### src/rtl/lfu_pkg.sv
package lfu_pkg;

    typedef enum logic [1:0] {
        FLT_NONE   = 2'd0,
        FLT_NAT    = 2'd1,
        FLT_ACCESS = 2'd2
    } fault_e;

    typedef enum logic {
        FORM_INVAL = 1'b0,
        FORM_ICOH  = 1'b1
    } form_e;

    typedef enum logic [1:0] {
        ST_IDLE,
        ST_CHECK,
        ST_WB,
        ST_FINISH
    } state_e;

    typedef struct packed {
        logic wb;
        logic dinv;
        logic dclean;
        logic iinv;
    } plan_t;

    function automatic logic needs_perm(input logic [1:0] priv);
        return priv != 2'd0;
    endfunction

endpackage

### src/rtl/lfu_fault_check.sv
module lfu_fault_check
    import lfu_pkg::*;
(
    input  logic       pred,
    input  logic       nat,
    input  logic [1:0] priv,
    input  logic       perm_ok,
    output logic       perm_need,
    output logic       proceed,
    output fault_e     fault
);
    always_comb begin
        perm_need = pred && !nat && needs_perm(priv);
        fault     = FLT_NONE;
        if (pred && nat)
            fault = FLT_NAT;
        else if (perm_need && !perm_ok)
            fault = FLT_ACCESS;
        proceed = pred && (fault == FLT_NONE);
    end
endmodule

### src/rtl/lfu_op_plan.sv
module lfu_op_plan
    import lfu_pkg::*;
(
    input  form_e form,
    input  logic  hit,
    input  logic  dirty,
    output plan_t plan
);
    always_comb begin
        plan.wb     = hit && dirty;
        plan.dinv   = (form == FORM_INVAL) && hit;
        plan.dclean = (form == FORM_ICOH) && hit && dirty;
        plan.iinv   = 1'b1;
    end
endmodule

### src/rtl/lfu_wb_port.sv
module lfu_wb_port #(
    parameter int LINE_W = 27,
    parameter int DATA_W = 256
) (
    input  logic              clk,
    input  logic              rst,
    input  logic              start,
    input  logic [LINE_W-1:0] line_in,
    input  logic [DATA_W-1:0] data_in,
    output logic              wr_valid,
    input  logic              wr_ready,
    output logic [LINE_W-1:0] wr_line,
    output logic [DATA_W-1:0] wr_data,
    output logic              fire
);
    assign fire = wr_valid && wr_ready;

    always_ff @(posedge clk) begin
        if (rst) begin
            wr_valid <= 1'b0;
            wr_line  <= '0;
            wr_data  <= '0;
        end else if (start) begin
            wr_valid <= 1'b1;
            wr_line  <= line_in;
            wr_data  <= data_in;
        end else if (fire) begin
            wr_valid <= 1'b0;
        end
    end
endmodule

### src/rtl/line_flush_unit.sv
module line_flush_unit
    import lfu_pkg::*;
#(
    parameter int ADDR_W     = 32,
    parameter int LINE_BYTES = 32,
    parameter int DATA_W     = 256,
    localparam int OFF_W     = $clog2(LINE_BYTES),
    localparam int LINE_W    = ADDR_W - OFF_W
) (
    input  logic              clk,
    input  logic              rst,
    input  logic              req_valid,
    output logic              req_ready,
    input  logic              req_pred,
    input  logic              req_nat,
    input  logic              req_form,
    input  logic [1:0]        req_priv,
    input  logic [ADDR_W-1:0] req_addr,
    output logic              perm_req,
    output logic [ADDR_W-1:0] perm_addr,
    input  logic              perm_ok,
    output logic [LINE_W-1:0] probe_line,
    input  logic              probe_hit,
    input  logic              probe_dirty,
    input  logic [DATA_W-1:0] probe_data,
    output logic              mem_wr_valid,
    input  logic              mem_wr_ready,
    output logic [LINE_W-1:0] mem_wr_line,
    output logic [DATA_W-1:0] mem_wr_data,
    output logic              dc_inv,
    output logic              dc_clean,
    output logic              ic_inv,
    output logic [LINE_W-1:0] op_line,
    output logic              done,
    output logic [1:0]        done_fault
);
    state_e            state;
    logic              pred_q, nat_q;
    form_e             form_q;
    logic [1:0]        priv_q;
    logic [ADDR_W-1:0] addr_q;
    plan_t             plan_q, plan_c;
    fault_e            fault_q, fault_c;
    logic              perm_need, proceed, wb_start, wb_fire;

    lfu_fault_check u_fault (
        .pred      (pred_q),
        .nat       (nat_q),
        .priv      (priv_q),
        .perm_ok   (perm_ok),
        .perm_need (perm_need),
        .proceed   (proceed),
        .fault     (fault_c)
    );

    lfu_op_plan u_plan (
        .form  (form_q),
        .hit   (probe_hit),
        .dirty (probe_dirty),
        .plan  (plan_c)
    );

    assign wb_start = (state == ST_CHECK) && proceed && plan_c.wb;

    lfu_wb_port #(.LINE_W(LINE_W), .DATA_W(DATA_W)) u_wb (
        .clk      (clk),
        .rst      (rst),
        .start    (wb_start),
        .line_in  (addr_q[ADDR_W-1:OFF_W]),
        .data_in  (probe_data),
        .wr_valid (mem_wr_valid),
        .wr_ready (mem_wr_ready),
        .wr_line  (mem_wr_line),
        .wr_data  (mem_wr_data),
        .fire     (wb_fire)
    );

    always_ff @(posedge clk) begin
        if (rst) begin
            state   <= ST_IDLE;
            pred_q  <= 1'b0;
            nat_q   <= 1'b0;
            form_q  <= FORM_INVAL;
            priv_q  <= 2'd0;
            addr_q  <= '0;
            plan_q  <= '0;
            fault_q <= FLT_NONE;
        end else begin
            unique case (state)
                ST_IDLE: if (req_valid) begin
                    pred_q <= req_pred;
                    nat_q  <= req_nat;
                    form_q <= form_e'(req_form);
                    priv_q <= req_priv;
                    addr_q <= req_addr;
                    state  <= ST_CHECK;
                end
                ST_CHECK: begin
                    fault_q <= fault_c;
                    if (proceed) begin
                        plan_q <= plan_c;
                        state  <= plan_c.wb ? ST_WB : ST_FINISH;
                    end else begin
                        plan_q <= '0;
                        state  <= ST_FINISH;
                    end
                end
                ST_WB:     if (wb_fire) state <= ST_FINISH;
                ST_FINISH: state <= ST_IDLE;
                default:   state <= ST_IDLE;
            endcase
        end
    end

    assign req_ready  = (state == ST_IDLE);
    assign perm_req   = (state == ST_CHECK) && perm_need;
    assign perm_addr  = addr_q;
    assign probe_line = addr_q[ADDR_W-1:OFF_W];
    assign op_line    = addr_q[ADDR_W-1:OFF_W];
    assign done       = (state == ST_FINISH);
    assign done_fault = done ? fault_q : FLT_NONE;
    assign dc_inv     = done && plan_q.dinv;
    assign dc_clean   = done && plan_q.dclean;
    assign ic_inv     = done && plan_q.iinv;
endmodule

### config.mk
export PLATFORM = sky130hd
export DESIGN_NAME = line_flush_unit
export DESIGN_NICKNAME = d
export VERILOG_FILES = /design/src/rtl/lfu_pkg.sv /design/src/rtl/lfu_fault_check.sv /design/src/rtl/lfu_op_plan.sv /design/src/rtl/lfu_wb_port.sv /design/src/rtl/line_flush_unit.sv
export SDC_FILE = /design/constraint.sdc
export NUM_CORES = 1
export LEC_CHECK = 0
export BUFFER_PORTS_ARGS = -buffer_cell sky130_fd_sc_hd__buf_2
export CORE_AREA = 2 2 266 268
export CTS_BUF_LIST = sky130_fd_sc_hd__clkbuf_4 sky130_fd_sc_hd__clkbuf_8
export CTS_CLUSTER_DIAMETER = 200
export DETAILED_ROUTE_END_ITERATION = 7
export DIE_AREA = 0 0 268 270
export PLACE_DENSITY = 0.5
export SLEW_MARGIN = 10
export SYNTH_ARGS = -nofsm -noshare
export SYNTH_HDL_FRONTEND = slang
export SYNTH_HIERARCHICAL = 1
export SYNTH_SLANG_ARGS = --single-unit
export TNS_END_PERCENT = 1
### constraint.sdc
create_clock -name clk -period 2.2 [get_ports clk]
set_clock_uncertainty 0.2 [all_clocks]
set_input_delay 0.33 -clock clk [delete_from_list [all_inputs] [get_ports clk]]
set_output_delay 0.33 -clock clk [all_outputs]
set_load 0.005 [all_outputs]
==> summary.md, run 1 <==
Final hold analysis gives a worst-case slack of 258 ps. The die covers 72,400 sq um. The clock-pin slew of the registers on the worst-case setup and hold paths works out to 60 ps.

On the worst path, the slowest cell contributes a delay of 390 ps. Path type of the worst min-delay path: in -> reg. Vertical die dimension: 270 um.

The first global-routing pass estimated 64,300 um of wire. Yosys printed 6 warnings. The tools report the number of buffers on the longest clock path as 3.

The number of detailed-route iterations in the first pass is 4. Among all cell types in the netlist, the one instantiated most often is dfxtp_1. Power per standard cell area: 722 nW/um^2. Using the TritonRoute via totals, the vias-per-cell ratio works out to 3.77. For the post-synthesis net count, the log shows 1,494. The synthesized design spends more area on one cell type than any other, namely dfxtp_1. The number of antenna violations at the first check in global routing is 1, and the number of top-level pins is 678. Compared with the post-synthesis result, the final layout area differs by 65.8%. The first routing iteration left 449 violations. Summed over all nets, the half-perimeter wirelength after detailed placement is 30,500 um.

Measured against its own limit, the worst slew margin works out to 62.3%. The share of flip-flops with an asynchronous set or reset was 0%. The smallest clock period supported by the final layout is computed as 2140 ps. By area the synthesized netlist is led by dfxtp_1 (52%), mux2i_1 (23%), nor2_1 (8.6%), buf_4 (3.4%), buf_8 (3.2%). The clock reaches the later pin of the worst-skew pair after 620 ps. The initial utilization of the core area, before any placement, comes to 18.1%.

The worst flop-to-flop path endpoint is u_wb/wr_data[176]. Setup repair after global routing could not meet its margin everywhere. Number of buffers added by the clock tree synthesis step: 59. The final layout contains routed wiring with a total length of 43,100 um. Counting buffers and inverters, the worst setup path is 3 cells deep.

The cell chosen for the clock root was clkbuf_8. The post-synthesis instance area is 12,600 sq um. Of all nets on the critical path, the largest fanout is 6. The synthesized flop and latch total came out at 328.

The sum of internal, switching and leakage power came out at 15.1 mW. The worst register-to-register path has a depth of 7. The number of H-tree levels came out at 2. Worst flop-to-flop path startpoint: priv_q[1].

The overall routing resource usage came out at 11.1%. The routability congestion estimate from global placement came out at 0.834. Max capacitance violation total: 0. In the synthesized netlist the dominant register cell turns out to be dfxtp_1. The static leakage was 9.27 nW; the pin slew with the least headroom to its limit was 566 ps. The signal on the critical path passes through ha_2 > and2_1 > buf_2. The critical path starts at state[0]. The worst setup path is captured at an output pin. For this run, the top clock speed supported by timing is 0.467 GHz. Of the post-synthesis cell area, the dominant cell type holds 52.1%.

The flow ran to the end, and the final reports show no timing, DRC or antenna violations. The number of hold violations in the final report is 0, and the mean instance size in the synthesized netlist is 10.6 sq um. Adding up every negative setup slack in the final design gives 0 ps. Broken down by cell family, the worst path's largest delay share belongs to flip-flops. The buffers plus inverters on the worst setup path was 1; the number of enable flip-flop cells after synthesis was 0.

The DRC violation count after routing came out at 0. After synthesis, the netlist uses 31 different library cells. The share of the cycle needed by the critical path after routing was 97.3%; the remaining antenna violation count after routing was 0. The number of global-route vias before repair came out at 12.1k. After detailed routing, the average wire length per cell comes to 13.7 um. Counting every sink on the clock net gives 328.

The logs give 0 for the final number of max-transition violations and 97 for the total number of placement rows. Sequential elements use 52.1% of the synthesized area. The cell count after synthesis came out at 1,190. Data arrives at the worst endpoint at 1610 ps. Sorting the synthesized cells by how often they occur yields dfxtp_1 (328), nor2_1 (288), mux2i_1 (285). The tools report the peak supply drop as 0.644 mV.

The slowest stage of the critical path belongs to the cell dfxtp_1. Entering global routing, the biggest net connects 58 pins. For the total via count after detailed routing, the log shows 11.8k. The worst setup path category was reg -> out.

The logs give 1670 ps for the worst path required time and 0 for the number of setup violations in the final report. The worst setup path is launched from a register. The most critical setup path has its endpoint at done_fault[1].

The worst hold path passes through 4 cells. The floorplan step defined a core boundary enclosing 69,500 sq um. Number of nets in the layout: 2,449. The total global routing overflow is 0, and the width of the die is 268 um.

Port buffering added 677 buffers. Across all register-to-register paths, the minimum setup slack is 110 ps. The layout cell share with drive strength beyond 1 is 40.9%. TritonCTS built the clock tree.
-- worst min path at each step --
stage	start	end	slack [ps]
3_5_place_dp	perm_addr[1]	perm_addr[1]	260
5_1_grt	probe_data[224]	u_wb/wr_data[224]	210
4_1_cts	probe_data[193]	u_wb/wr_data[193]	180
2_1_floorplan	plan_q[0]	plan_q[0]	240
3_3_place_gp	plan_q[0]	plan_q[0]	250
6_report	probe_data[183]	u_wb/wr_data[183]	260
-- where the power goes --
part	switching (mW)	total (mW)	internal [mW]
Clock	2.56	6.14	3.58
Sequential	0.256	6.43	6.18
Combinational	1.17	2.50	1.33
Total	3.99	15.1	11.1
-- worst reg2reg max path, cell delays in order, from the launching register on --
cell	delay, ps
dfxtp_1	310
nor2_1	210
o21ba_4	190
and3_4	220
buf_12	190
buf_12	350
mux2i_1	270
nor2_1	60
-- placed cells by master (no fill, tap or decap), types with 21 or more instances in the layout --
cell / netlist / final
dlygate4sd3_1: 0 / 300
nand2_1: 55 / 55
dfxtp_1: 328 / 327
nor2_1: 288 / 288
mux2i_1: 285 / 285
clkbuf_8: 0 / 77
buf_2: 30 / 676
a21oi_2: 30 / 30
buf_4: 57 / 33
nand2_2: 22 / 22
clkbuf_4: 0 / 21
-- logic make-up (layout without fill, tap and decap cells) --
kind of cell / count (synthesis) / in the layout / synth area share, %
muxes: 286 / 286 / 22.7
and+or+nand+nor: 390 / 390 / 12.6
AOI/OAI and AO/OA: 46 / 46 / 2.86
DFF: 328 / 328 / 52.1
buffers and inverters: 135 / 1136 / 9.26
adders and majority gates: 4 / 4 / 0.397
other: 1 / 2 / 0.0298
-- through the flow --
stage / cell area (sq um) / setup slack (ps) / std cells / utilization (%)
after floorplan: 12600 / 340 / 1190 / -
after global placement: 16600 / 160 / 2722 / 23.8
after detailed placement: 16600 / 116 / 2722 / 23.8
after CTS: 20900 / -27.3 / 3131 / 30.0
after global routing: 20900 / -57.0 / 3132 / 30.0
final: 20900 / 59.7 / 3132 / 30.0
-- sequential cells by signal, summed over array words and instances (netlist names) --
name           flops
u_wb/wr_line      27
u_wb/wr_valid      1
pred_q             1
nat_q              1
form_q             1
state              2
plan_q             3
u_wb/wr_data     256
fault_q            2
perm_addr         32
priv_q             2
-- what timing repair did --
action	4_1_cts	5_1_grt
gates cloned	0	0
endpoints found under the setup margin	6	7
hold endpoints to repair	300	0
hold buffers	300	0
setup buffers	2	0
gates resized for setup	5	2
-- layer usage --
metal,share of wire (%),wire (um),track usage [%]
met5,0,0,0
met4,3.0,1310,4.40
met3,6.8,2910,3.01
met2,51,22000,20.4
met1,39,16800,11.9
-- cell type report --
cell class,count,area (sq um)
diodes,1,2.50
clock buffers,98,1220
clock inverters,9,77.6
fillers,7229,48600
inverters,3,11.3
multi-input cells,727,4880
flip-flops and latches,328,6570
well taps,940,1180
repair buffers,1026,6960
No activity file was read; power rests on OpenSTA's default activity.
==> inputs of run 2 (changes only) <==
Clock period 2.2 ns to 2.5 ns, I/O delays scaled along.
==> run 2 against run 1 <==
  * Die area unchanged
  * Largest power group unchanged
  * Non-clock buffer count unchanged
  * Critical path type is now reg -> reg
  * Power decreased by 13%
==> summary.md, run 2 (synthesized netlist as in run 1, its figures left out) <==
The worst setup path is of the reg -> reg kind. The logs give 610 ps (about the same) for the insertion delay to the later sink of the worst-skew pair and 64 (+10%) for the largest net degree at the start of global routing. The final number of max-transition violations is 0 (unchanged), and the count of input and output buffers is 677 (unchanged). In this run the worst setup path begins at state[1]. The number of cells on the worst reg-to-reg path is 7 (unchanged). The worst hold path belongs to the class reg -> reg. In this run the critical register-to-register path is launched from state[1]. The biggest fanout along the worst timing path is 18 (+12), and the number of cells traversed by the worst hold path is 2 (-2). The most common library cell in the layout ignoring fill and taps is buf_2. The remaining max-slew budget at the tightest pin was 61.0% (-1.3 points). The tools report the total number of placement rows as 97 (unchanged). The share of the cycle needed by the critical path after routing was 92.9%; the peak supply drop was 0.407 mV (-37%). The pin slew with the least headroom to its limit works out to 585 ps (+19.1 ps). The first-pass GRT wire length was 65,100 um (+1.2%); the clock-pin slew of the registers on the worst-case setup and hold paths was 60 ps (about the same).

The static leakage was 9.26 nW (about the same); the core region area was 69,500 sq um (unchanged). The logs give 43,800 um (+1.7%) for the final wirelength and 16,500 sq um (-0.53%) for the placed instance area. The number of setup violations in the final report came out at 0 (unchanged). The tools report the number of buffers added by the clock tree synthesis step as 57 (-3.4%). The tools report the filler cell count as 7,214 (-0.21%).

Power per standard cell area: 632 nW/um^2 (-12%). The relative area change from synthesis to final layout was 65.6%. The average wire length per cell after detail routing was 14.0 um (+1.9%).

Register with the most flip-flops: u_wb/wr_data. The total negative setup slack came out at 0 ps (unchanged). The run finished with clean final reports. The number of hold violations in the final report was 0 (unchanged). The routed via count divided by cell count is 3.77 (+0.25%).

In the layout the commonest cells are buf_2 (676), dfxtp_1 (328), dlygate4sd3_1 (312), nor2_1 (288), mux2i_1 (285). Setup repair after global routing left no endpoint under its margin. The tools report the TritonCTS sink count as 328 (unchanged). The run gives 3,125 (-0.22%) as the final cell count without fillers. The layout cell share with drive strength beyond 1 is 40.0% (-0.97 points), and the remaining antenna violation count after routing is 0 (unchanged). The number of detailed-route iterations in the first pass was 4 (unchanged); the number of nets in the layout was 2,448 (-0.041%).

The number of flip-flops in the largest register is 256 (unchanged), and the HPWL after detailed placement is 30,300 um (-0.58%). The number of H-tree levels is 2 (unchanged). Slack of the critical path: 178 ps (+118 ps).

Number of global-route vias before repair: 12.1k (+0.47%). For the worst path required time, the log shows 2790 ps (+1120 ps). The number of buffers on the longest clock path is 3 (unchanged), and the number of top-level pins is 678 (unchanged). The tree is rooted in a clkbuf_8.

The type of destination of the critical path is a register. The count of routing violations after the opening detailed-route iteration was 351 (-22%). The vertical die dimension was 270 um (unchanged). The count of placed standard cells including taps came out at 2,712 (-0.37%). For the routability congestion estimate from global placement, the log shows 0.831 (-0.37%). Die outline area: 72,400 sq um (unchanged).

The beginning of the worst hold path was plan_q[0]. The post-place setup slack came out at 331 ps (+214 ps). For the initial core utilization, the log shows 18.1% (unchanged). The tools report the overall routing resource usage as 11.2% (+0.14 points). TritonCTS built the clock tree. The logs give 30.0% (-0.040 points) for the core utilization of the finished layout and 1 (unchanged) for the number of antenna violations at the first check in global routing.

The element type at the critical path start is a register. The width of the die works out to 268 um (unchanged). The logs give 0 (unchanged) for the total global routing overflow and 2610 ps (+1000 ps) for the critical path data arrival time. The run gives 0.431 GHz as the achievable frequency. The total via count after detailed routing was 11.8k (+0.025%). For the max capacitance violation total, the log shows 0 (unchanged). The time the worst path needs with I/O delays and setup came out at 2320 ps. The logs give 0 (unchanged) for the DRC violation count after routing and 20,900 sq um (-0.13%) for the final design instance area without fill.
[run 2: worst max-delay path: stages, from the launching register on]
cell and delay, ps:
dfxtp_1 340, inv_1 110, ha_1 370, nand2_4 220, buf_4 240, nand2_1 90
a21oi_2 50, dlygate4sd3_1 580
[run 2: metal layers]
metal | global-route usage (%) | up-vias | part of all wire (%)
li1 | - | 5773 | -
met1 | 12.2 | 5475 | 39
met2 | 20.4 | 445 | 51
met3 | 2.68 | 103 | 6.2
met4 | 5.20 | 0 | 3.9
met5 | 0 | - | 0
[run 2: final timing paths]
| path | slack [ps] | endpoint |
|---|---|---|
| hold reg to reg | 270 | plan_q[0] |
| setup reg to reg | 180 | perm_addr[25] |
| setup / recovery | 180 | perm_addr[25] |
| hold / removal | 270 | plan_q[0] |
[run 2: final cells by class]
cell class,count,area (sq um),area share (%)
tap,940,1180,5.64
sequential,328,6570,31.5
antenna,1,2.50,0.0120
clock buffer,88,1090,5.23
multi-input combinational,728,4890,23.4
clock inverter,11,160,0.767
timing repair buffer,1026,6970,33.4
inverter,3,11.3,0.0540
[run 2: where the power goes]
| group | switching, mW | internal (mW) |
|---|---|---|
| sequential | 0.226 | 5.43 |
| clock | 2.20 | 3.17 |
| combinational | 1.04 | 1.14 |
[run 2: repair_timing]
action	CTS	global route
resized for setup	0	1
setup endpoints to repair	0	8
endpoints found under the hold margin	308	0
hold buffers	312	0
setup buffers	0	0
[run 2: stage by stage]
step,power (mW),hold slack (ps)
after global placement,7.47,254
after CTS,13.4,240
after detailed placement,7.50,258
final,13.2,269
after floorplan,6.96,241
after global routing,13.8,282
==> inputs of run 3 (changes only) <==
Settings changed: CTS_BUF_LIST sky130_fd_sc_hd__clkbuf_4 sky130_fd_sc_hd__clkbuf_8 to unset.
==> run 3 against run 2 <==
  * Combinational power down 4%
  * Sequential share of layout area grew 0.10 points
  * Wire length down 2.0%
  * Core utilization fell by 0.097 points
  * Largest power group is now the clock network
==> summary.md, run 3 (synthesized netlist as in run 1, its figures left out) <==
The run finished with clean final reports. The worst setup path is launched from a register. The insertion delay to the later sink of the worst-skew pair is 540 ps (-70 ps). The critical path is of the reg -> out type. The share of the cycle needed by the critical path after routing is 89.0% (-3.9 points). TritonCTS built the clock tree. The most critical setup path has its endpoint at perm_req. The tools report the final cell count without fillers as 3,077 (-1.5%). For the overall routing resource usage, the log shows 11.1% (-0.15 points). For the static leakage, the log shows 9.17 nW (-0.99%). The tools report the sum of internal, switching and leakage power as 13.6 mW (+3.3%). The routed via count divided by cell count was 3.76 (-0.27%).

Final-layout worst hold slack: 71.7 ps (-198 ps). The biggest fanout along the worst timing path was 10 (-8). The width of the die was 268 um (unchanged). In this run the critical register-to-register path is captured at u_wb/wr_data[187]. The tools report the register-to-register setup slack as 290 ps (+110 ps). The startpoint identified for the worst register-to-register timing path is priv_q[1]. The number of gates resized after CTS was 0 (unchanged); the number of top-level pins was 678 (unchanged). The count of inserted antenna diode cells is 0 (-1), and the remaining max-slew budget at the tightest pin is 61.1% (+0.069 points).

Die outline area: 72,400 sq um (unchanged). Time the worst path needs with I/O delays and setup: 2220 ps (-98.2 ps). The type of destination of the critical path is an output pin. The routability congestion estimate from global placement was 0.831 (unchanged); the number of cells on the worst reg-to-reg path was 7 (unchanged). The tools report the HPWL after detailed placement as 30,300 um (unchanged).

For the TritonCTS sink count, the log shows 328 (unchanged). The first-pass GRT wire length came out at 64,000 um (-1.7%). Tracing the worst setup path back leads to its startpoint at state[1]. The worst path required time was 1920 ps (-870 ps). The average wire length per cell after detail routing is 13.9 um (-0.49%). The count of routing violations after the opening detailed-route iteration was 332 (-5.4%). The min-delay analysis places its worst path in the category in -> reg.

The number of H-tree levels is 2 (unchanged). Number of flip-flops in the largest register: 256 (unchanged). The count of input and output buffers is 677 (unchanged). For the final wirelength, the log shows 42,900 um (-2.0%). The tools report the peak supply drop as 0.517 mV (+27%). The register with the most flip-flops is u_wb/wr_data.

The final number of max-transition violations was 0 (unchanged); the vertical die dimension was 270 um (unchanged). The area growth from synthesis to layout is 65.1%. The placed instance area came out at 16,500 sq um (unchanged).

Setup repair after global routing left no endpoint under its margin. The tools report the number of buffers added by the clock tree synthesis step as 38 (-33%). The total global routing overflow came out at 0 (unchanged).

The number of detailed-route iterations in the first pass came out at 4 (unchanged). The pin slew with the least headroom to its limit came out at 584 ps (-1.03 ps). The core utilization of the finished layout is 29.9% (-0.097 points), and the number of global-route vias before repair is 11.8k (-2.8%). The run gives 276 ps (+98.2 ps) as the slack of the critical path. Most common library cell in the layout ignoring fill and taps: buf_2. The total number of placement rows was 97 (unchanged); the number of buffers on the longest clock path was 3 (unchanged).

The cell chosen for the clock root is clkbuf_16. Leaving out fill and tap cells, the most frequent cells in the layout are buf_2 (676), dfxtp_1 (328), dlygate4sd3_1 (295), nor2_1 (288), mux2i_1 (285). The largest net degree at the start of global routing is 64 (unchanged), and the number of antenna violations at the first check in global routing is 0 (-1). The total via count after detailed routing is 11.6k (-1.8%). The clock-pin slew of the registers on the worst-case setup and hold paths is 60 ps (about the same), and the number of setup violations in the final report is 0 (unchanged).

The achievable frequency was 0.450 GHz (+4.4%). The run gives 18.1% (unchanged) as the initial core utilization. The critical path data arrival time was 1650 ps (-960 ps); the remaining antenna violation count after routing was 0 (unchanged). The total negative setup slack is 0 ps (unchanged).

The final design instance area without fill is 20,800 sq um (-0.32%). The number of nets in the layout was 2,411 (-1.5%); the layout cell share with drive strength beyond 1 was 39.3% (-0.71 points). The max capacitance violation total is 0 (unchanged), and the power per standard cell area is 655 nW/um^2 (+3.7%). The logs give 69,500 sq um (unchanged) for the core region area and 0 (unchanged) for the number of hold violations in the final report. The DRC violation count after routing was 0 (unchanged). The post-place setup slack is 331 ps (unchanged). The tools report the count of placed standard cells including taps as 2,712 (unchanged).
-- run 3: changes by cell type in the layout (fill, tap and decap cells not counted), sizes merged --
| cell | before | now |
|---|---|---|
| and2 | 11 | 10 |
| dlygate4sd3 | 312 | 295 |
| clkinv | 5 | 4 |
| bufinv | 4 | 2 |
| diode | 1 | 0 |
| clkbuf | 88 | 62 |
-- run 3: worst min path at each step --
| stage | from | to | slack, ps | cells past startpoint |
|---|---|---|---|---|
| floorplan | plan_q[0] | plan_q[0] | 240 | 2 |
| global placement | plan_q[0] | plan_q[0] | 250 | 2 |
| detailed placement | plan_q[2] | plan_q[2] | 260 | 2 |
| CTS | probe_dirty | plan_q[1] | 40 | 4 |
| global route | rst | perm_addr[22] | 80 | 2 |
| finish | rst | u_wb/wr_data[2] | 70 | 2 |
-- run 3: routing by layer --
metal	global-route usage (%)	up-vias	wire, um
met3	2.62	98	2700
met1	12.1	5385	17000
li1	-	5682	-
met5	0	-	0
met4	5.22	0	1740
met2	20.0	419	21500
-- run 3: cell type report --
class	count	area, sq um
Clock buffer	62	1270
Clock inverter	8	95.1
Fill cell	7193	48700
Inverter	3	11.3
Multi-Input combinational cell	727	4870
Sequential cell	328	6570
Tap cell	940	1180
Timing Repair Buffer	1009	6800
-- run 3: critical path, stage by stage (launching register included) --
cell	delay (ps)
dfxtp_1	370
inv_1	90
ha_1	210
buf_4	170
and2_1	140
buf_2	120
-- run 3: timing repair --
item                      in CTS  in global routing
buffers inserted               0                  0
hold buffers                 295                  0
hold endpoints to repair     295                  0
-- run 3: power breakdown --
| group | switching [mW] | internal, mW |
|---|---|---|
| logic | 0.999 | 1.09 |
| clock network | 2.21 | 3.69 |
| registers | 0.223 | 5.43 |
| total | 3.43 | 10.2 |
